`src/rtl/mm_arb_pkg.sv`:
```
package mm_arb_pkg;

  typedef enum logic [1:0] {
    POL_FIXED = 2'b00,
    POL_RR    = 2'b01,
    POL_AGE   = 2'b10,
    POL_SPARE = 2'b11
  } arb_policy_e;

  localparam logic [1:0] HTRANS_IDLE = 2'b00;

endpackage

```
`src/rtl/mm_arb_select.sv`:
```
// Combinational winner selection for the three policies.
module mm_arb_select
  import mm_arb_pkg::*;
#(
  parameter int N  = 4,
  parameter int IW = 2
) (
  input  logic [N-1:0]  req_i,
  input  logic [N-1:0]  aged_i,
  input  logic [IW-1:0] last_owner_i,
  input  logic [1:0]    policy_i,
  output logic [IW-1:0] pick_idx_o
);

  function automatic logic [IW-1:0] lowest_set(input logic [N-1:0] v);
    lowest_set = '0;
    for (int k = N - 1; k >= 0; k--) begin
      if (v[k]) lowest_set = IW'(k);
    end
  endfunction

  // search from last+1 upward, wrapping; smallest offset wins
  function automatic logic [IW-1:0] rr_next(input logic [N-1:0] v,
                                            input logic [IW-1:0] last);
    int idx;
    rr_next = '0;
    for (int k = N; k >= 1; k--) begin
      idx = (int'(last) + k) % N;
      if (v[idx[IW-1:0]]) rr_next = IW'(idx);
    end
  endfunction

  arb_policy_e pol;
  logic [N-1:0] aged_req;

  assign pol      = arb_policy_e'(policy_i);
  assign aged_req = req_i & aged_i;

  always_comb begin
    unique case (pol)
      POL_RR:  pick_idx_o = rr_next(req_i, last_owner_i);
      POL_AGE: pick_idx_o = (|aged_req) ? lowest_set(aged_req) : lowest_set(req_i);
      default: pick_idx_o = lowest_set(req_i); // spare code acts as fixed
    endcase
  end

endmodule

```
`src/rtl/mm_arb_age.sv`:
```
// Per-master saturating wait counters.
module mm_arb_age #(
  parameter int N  = 4,
  parameter int IW = 2,
  parameter int AW = 4
) (
  input  logic          clk,
  input  logic          rst_n,
  input  logic [N-1:0]  req_i,
  input  logic [IW-1:0] owner_i,
  input  logic [AW-1:0] limit_i,
  output logic [N-1:0]  aged_o
);

  for (genvar m = 0; m < N; m++) begin : g_wait
    logic [AW-1:0] cnt_q;

    always_ff @(posedge clk or negedge rst_n) begin
      if (!rst_n) begin
        cnt_q <= '0;
      end else if (!req_i[m] || owner_i == IW'(m)) begin
        cnt_q <= '0;
      end else if (cnt_q < limit_i) begin
        cnt_q <= cnt_q + AW'(1);
      end
    end

    assign aged_o[m] = (cnt_q >= limit_i);
  end

endmodule

```
`src/rtl/mm_arb_owner.sv`:
```
// Grant register, ownership handover at boundaries, lock capture.
module mm_arb_owner
  import mm_arb_pkg::*;
#(
  parameter int N  = 4,
  parameter int IW = 2
) (
  input  logic          clk,
  input  logic          rst_n,
  input  logic [N-1:0]  lock_i,
  input  logic [1:0]    htrans_i,
  input  logic          burst_last_i,
  input  logic          hready_i,
  input  logic [IW-1:0] pick_idx_i,
  output logic [N-1:0]  grant_q,
  output logic [IW-1:0] owner_q,
  output logic          owner_lock_q,
  output logic          handover_o
);

  function automatic logic [IW-1:0] enc(input logic [N-1:0] v);
    enc = '0;
    for (int k = N - 1; k >= 0; k--) begin
      if (v[k]) enc = IW'(k);
    end
  endfunction

  logic          xfer_boundary;
  logic [IW-1:0] grant_idx;
  logic [IW-1:0] owner_d;
  logic          lock_d;
  logic [N-1:0]  grant_d;

  // a completed transfer with no burst still running
  assign xfer_boundary = hready_i && (htrans_i == HTRANS_IDLE || burst_last_i);
  assign grant_idx     = enc(grant_q);
  assign handover_o    = xfer_boundary && !owner_lock_q && (grant_idx != owner_q);
  assign owner_d       = handover_o ? grant_idx : owner_q;
  assign lock_d        = lock_i[owner_d];
  // a lock on the owner-to-be pins the grant to it
  assign grant_d       = lock_d ? (N'(1) << owner_d) : (N'(1) << pick_idx_i);

  always_ff @(posedge clk or negedge rst_n) begin
    if (!rst_n) begin
      grant_q      <= N'(1);
      owner_q      <= '0;
      owner_lock_q <= 1'b0;
    end else begin
      grant_q      <= grant_d;
      owner_q      <= owner_d;
      owner_lock_q <= lock_d;
    end
  end

endmodule

```
`src/rtl/mm_arbiter.sv`:
```
module mm_arbiter
  import mm_arb_pkg::*;
#(
  parameter int  MASTERS  = 4,
  parameter int  AGE_W    = 4,
  parameter bit  AGING_EN = 1'b1
) (
  input  logic                       clk,
  input  logic                       rst_n,
  input  logic [MASTERS-1:0]         req_i,
  input  logic [MASTERS-1:0]         lock_i,
  input  logic [1:0]                 htrans_i,
  input  logic                       burst_last_i,
  input  logic                       hready_i,
  input  logic [1:0]                 policy_i,
  input  logic [AGE_W-1:0]           age_limit_i,
  output logic [MASTERS-1:0]         grant_o,
  output logic [$clog2(MASTERS)-1:0] owner_o,
  output logic                       owner_lock_o
);

  localparam int IDX_W = $clog2(MASTERS);

  logic [MASTERS-1:0] aged;
  logic [IDX_W-1:0]   pick_idx;
  logic               handover;

  if (AGING_EN) begin : g_aging
    mm_arb_age #(.N(MASTERS), .IW(IDX_W), .AW(AGE_W)) u_age (
      .clk     (clk),
      .rst_n   (rst_n),
      .req_i   (req_i),
      .owner_i (owner_o),
      .limit_i (age_limit_i),
      .aged_o  (aged)
    );
  end else begin : g_no_aging
    logic unused_limit;
    assign unused_limit = ^age_limit_i;
    assign aged         = '0;
  end

  mm_arb_select #(.N(MASTERS), .IW(IDX_W)) u_sel (
    .req_i        (req_i),
    .aged_i       (aged),
    .last_owner_i (owner_o),
    .policy_i     (policy_i),
    .pick_idx_o   (pick_idx)
  );

  mm_arb_owner #(.N(MASTERS), .IW(IDX_W)) u_own (
    .clk          (clk),
    .rst_n        (rst_n),
    .lock_i       (lock_i),
    .htrans_i     (htrans_i),
    .burst_last_i (burst_last_i),
    .hready_i     (hready_i),
    .pick_idx_i   (pick_idx),
    .grant_q      (grant_o),
    .owner_q      (owner_o),
    .owner_lock_q (owner_lock_o),
    .handover_o   (handover)
  );

endmodule

```
`config.mk`:
```
export PLATFORM = sky130hd
export DESIGN_NAME = mm_arbiter
export DESIGN_NICKNAME = d
export VERILOG_FILES = /design/src/rtl/mm_arb_pkg.sv /design/src/rtl/mm_arb_select.sv /design/src/rtl/mm_arb_age.sv /design/src/rtl/mm_arb_owner.sv /design/src/rtl/mm_arbiter.sv
export SDC_FILE = /design/constraint.sdc
export NUM_CORES = 1
export LEC_CHECK = 0
export ABC_AREA = 0
export CAP_MARGIN = 5
export CORE_MARGIN = 10
export CORE_UTILIZATION = 55
export CTS_CLUSTER_SIZE = 8
export DETAILED_ROUTE_END_ITERATION = 10
export PLACE_DENSITY = 0.85
export SYNTH_ARGS = -nofsm -noshare
export SYNTH_HDL_FRONTEND = slang
export SYNTH_HIERARCHICAL = 1
export SYNTH_SLANG_ARGS = --single-unit
```
`constraint.sdc`:
```
create_clock -name clk -period 2.7 [get_ports clk]
set_input_delay 0.54 -clock clk [delete_from_list [all_inputs] [get_ports clk]]
set_output_delay 0.54 -clock clk [all_outputs]
set_load 0.1 [all_outputs]
```
==> flow_metrics.py <==
metrics = {
    "min_path": {
        "hold_class": "input pin to async pin",
    },
    "cells_and_area": {
        "drive_gt1_frac": 0.208,
        "n_antenna_cell": 0,
        "instances_no_fill": 305,
        "post-route-util": 0.731,
        "flow.area_growth_from_synthesis_pct": 28.9,
        "nets": 302,
    },
    "global_route": {
        "grt_max_degree": 24,
        "antenna_found_initial": 0,
        "grt_overflow": 0,
        "grt_pass1_wl_um": 7750,
        "grtUsageTotal": 0.148,
        "grt_pass1_vias": 1798,
    },
    "die": {
        "die_area_sq_mm": 0.00619,
        "fp.dieW_um": 78.7,
        "die_h_um": 78.7,
        "coreArea_sq_mm": 0.00334,
        "start_util": 0.567,
        "io_pins": 27,
        "fp-row-count": 21,
    },
    "clock_network": {
        "clockBufferDepth": 2,
        "cts.sinks": 23,
        "cts_buffers": 3,
        "clkLatencyLatePin_ps": 320,
        "cts_tree": "done",
        "cts_root_buf": "clkbuf_4",
        "htreeDepth": 1,
        "path_clk_slew_ps": 140,
    },
    "critical_path": {
        "path_class": "input pin to register",
        "rr_startpoint": "g_aging.u_age/g_wait[3].cnt_q[1]",
        "required_ps": 2950,
        "cp-start-kind": "input pin",
        "crit_path_max_fanout": 3,
        "worst-r2r-setup-slack_ps": 350,
        "r2r_end": "u_own/grant_q[0]",
        "r2r_cells": 10,
        "end_kind": "register",
        "cp.arrival_ps": 2900,
    },
    "placement": {
        "pre_cts_slack_ps": -253,
        "port-buffer-count": 26,
        "dp.cells": 300,
        "dpl.hpwl_um": 3590,
        "place_congestion": 0.879,
    },
    "run": {
        "maxCapViolCount": 0,
    },
    "yosys": {
        "avgSynthCellArea_sq_um": 9.01,
        "yosysWarnings": 6,
        "synth.cell_area_sq_mm": 0.00189,
        "syn_inst": 210,
        "synth.net_count": 252,
    },
    "drt": {
        "wl_per_cell_um": 15.6,
        "drtIter0Drc": 79,
        "firstDrtPassIters": 4,
        "vias": 1817,
        "wl_um": 4740,
        "antenna_left": 0,
        "drc_errors": 0,
        "viasPerCell": 5.96,
    },
    "pwr": {
        "leakage_nw": 1.17,
        "power.total_mw": 1.26,
        "peakVddDrop_v": 0.000378,
        "pwr_density_cell_mw_per_mm2": 516,
    },
    "timing": {
        "setup_viol": 0,
        "fmax_ghz": 0.376,
        "tightest_slew_ps": 619,
        "rsz0062_at_grt": "true",
        "finalHoldViolCount": 0,
        "relSlewSlack": 0.576,
        "post-route-period-util": 0.984,
        "fin_skew_ps": 3.72,
        "period_minus_slack_ps": 2660,
        "slew_viol_final": 0,
        "worst_slack_ps": 43.1,
    },
    "status": {
        "outcome": "complete, no violations",
    },
}
-- metrics by stage --
step / hold WS, ps / instance area [sq um] / setup TNS, ps
2_1_floorplan: 244 / 1890 / 0
3_3_place_gp: 540 / 2330 / -545
3_5_place_dp: 557 / 2330 / -910
4_1_cts: 560 / 2360 / 0
5_1_grt: 575 / 2440 / -161
6_report: 550 / 2440 / 0
-- report_power, final --
part / total, mW / switching (mW) / internal [mW]
Clock: 0.168 / 0.112 / 0.0555
Sequential: 0.460 / 0.0642 / 0.396
Combinational: 0.632 / 0.369 / 0.262
Total: 1.26 / 0.546 / 0.714
-- repair_timing --
action | in CTS | in global routing
hold buffers | 0 | 0
buffers inserted | 0 | 1
hold endpoints to repair | 0 | 0
gates resized for setup | 0 | 15
setup endpoints to repair | 0 | 4
-- placed cells by master, fill, tap and decap left out, drive strengths merged, types with 3 or more instances in the layout --
cell,count
o31ai,6
dfrtp,22
nand4,4
o211a,4
nand3,15
nor2b,5
o21ai,10
o211ai,4
nand2,16
clkdlybuf4s50,19
buf,28
a21oi,15
clkbuf,3
inv,22
ha,22
nand2b,11
nor2,6
mux2i,10
-- registers in the layout, indices dropped and copies added (netlist names) --
register and flops:
u_own/owner_lock_q 1, u_own/owner_q 2, g_aging.u_age/g_wait.cnt_q 16, u_own/grant_q 4
-- final cells by class --
| type | instances | area (sq um) |
|---|---|---|
| fill | 264 | 897 |
| clock buffer | 3 | 22.5 |
| tap | 46 | 57.6 |
| multi-input combinational | 163 | 1290 |
| sequential | 23 | 577 |
| timing repair buffer | 47 | 400 |
| clock inverter | 1 | 5.00 |
| inverter | 22 | 82.6 |
-- critical path, cell delays in order --
cell and delay, ps:
clkdlybuf4s50_1 470, inv_2 50, ha_1 300, nor2b_1 140, o211ai_1 230, nand2_1 110, a41o_1 230, a22oi_2 170
a31oi_2 140, nor2_2 170, o2bb2ai_4 110, o31ai_2 250
-- worst max path at each step --
stage / start / end / slack (ps) / cells after the start
CTS: age_limit_i[1] / u_own/grant_q[1] / 100 / 12
detailed placement: age_limit_i[1] / u_own/grant_q[0] / -250 / 12
floorplan: age_limit_i[1] / u_own/grant_q[0] / 340 / 11
finish: age_limit_i[1] / u_own/grant_q[0] / 40 / 12
global route: age_limit_i[1] / u_own/grant_q[0] / -70 / 12
global placement: age_limit_i[1] / u_own/grant_q[2] / -150 / 12
-- per-layer routing --
metal | track usage | part of all wire | up-vias | routed length (um)
met5 | 0 | 0 | - | 0
met4 | 0.0466 | 0.012 | 0 | 57
met3 | 0.0353 | 0.059 | 8 | 279
met2 | 0.249 | 0.47 | 61 | 2240
met1 | 0.180 | 0.46 | 869 | 2170
li1 | - | - | 879 | -
Power figures use the tool's default switching activity.
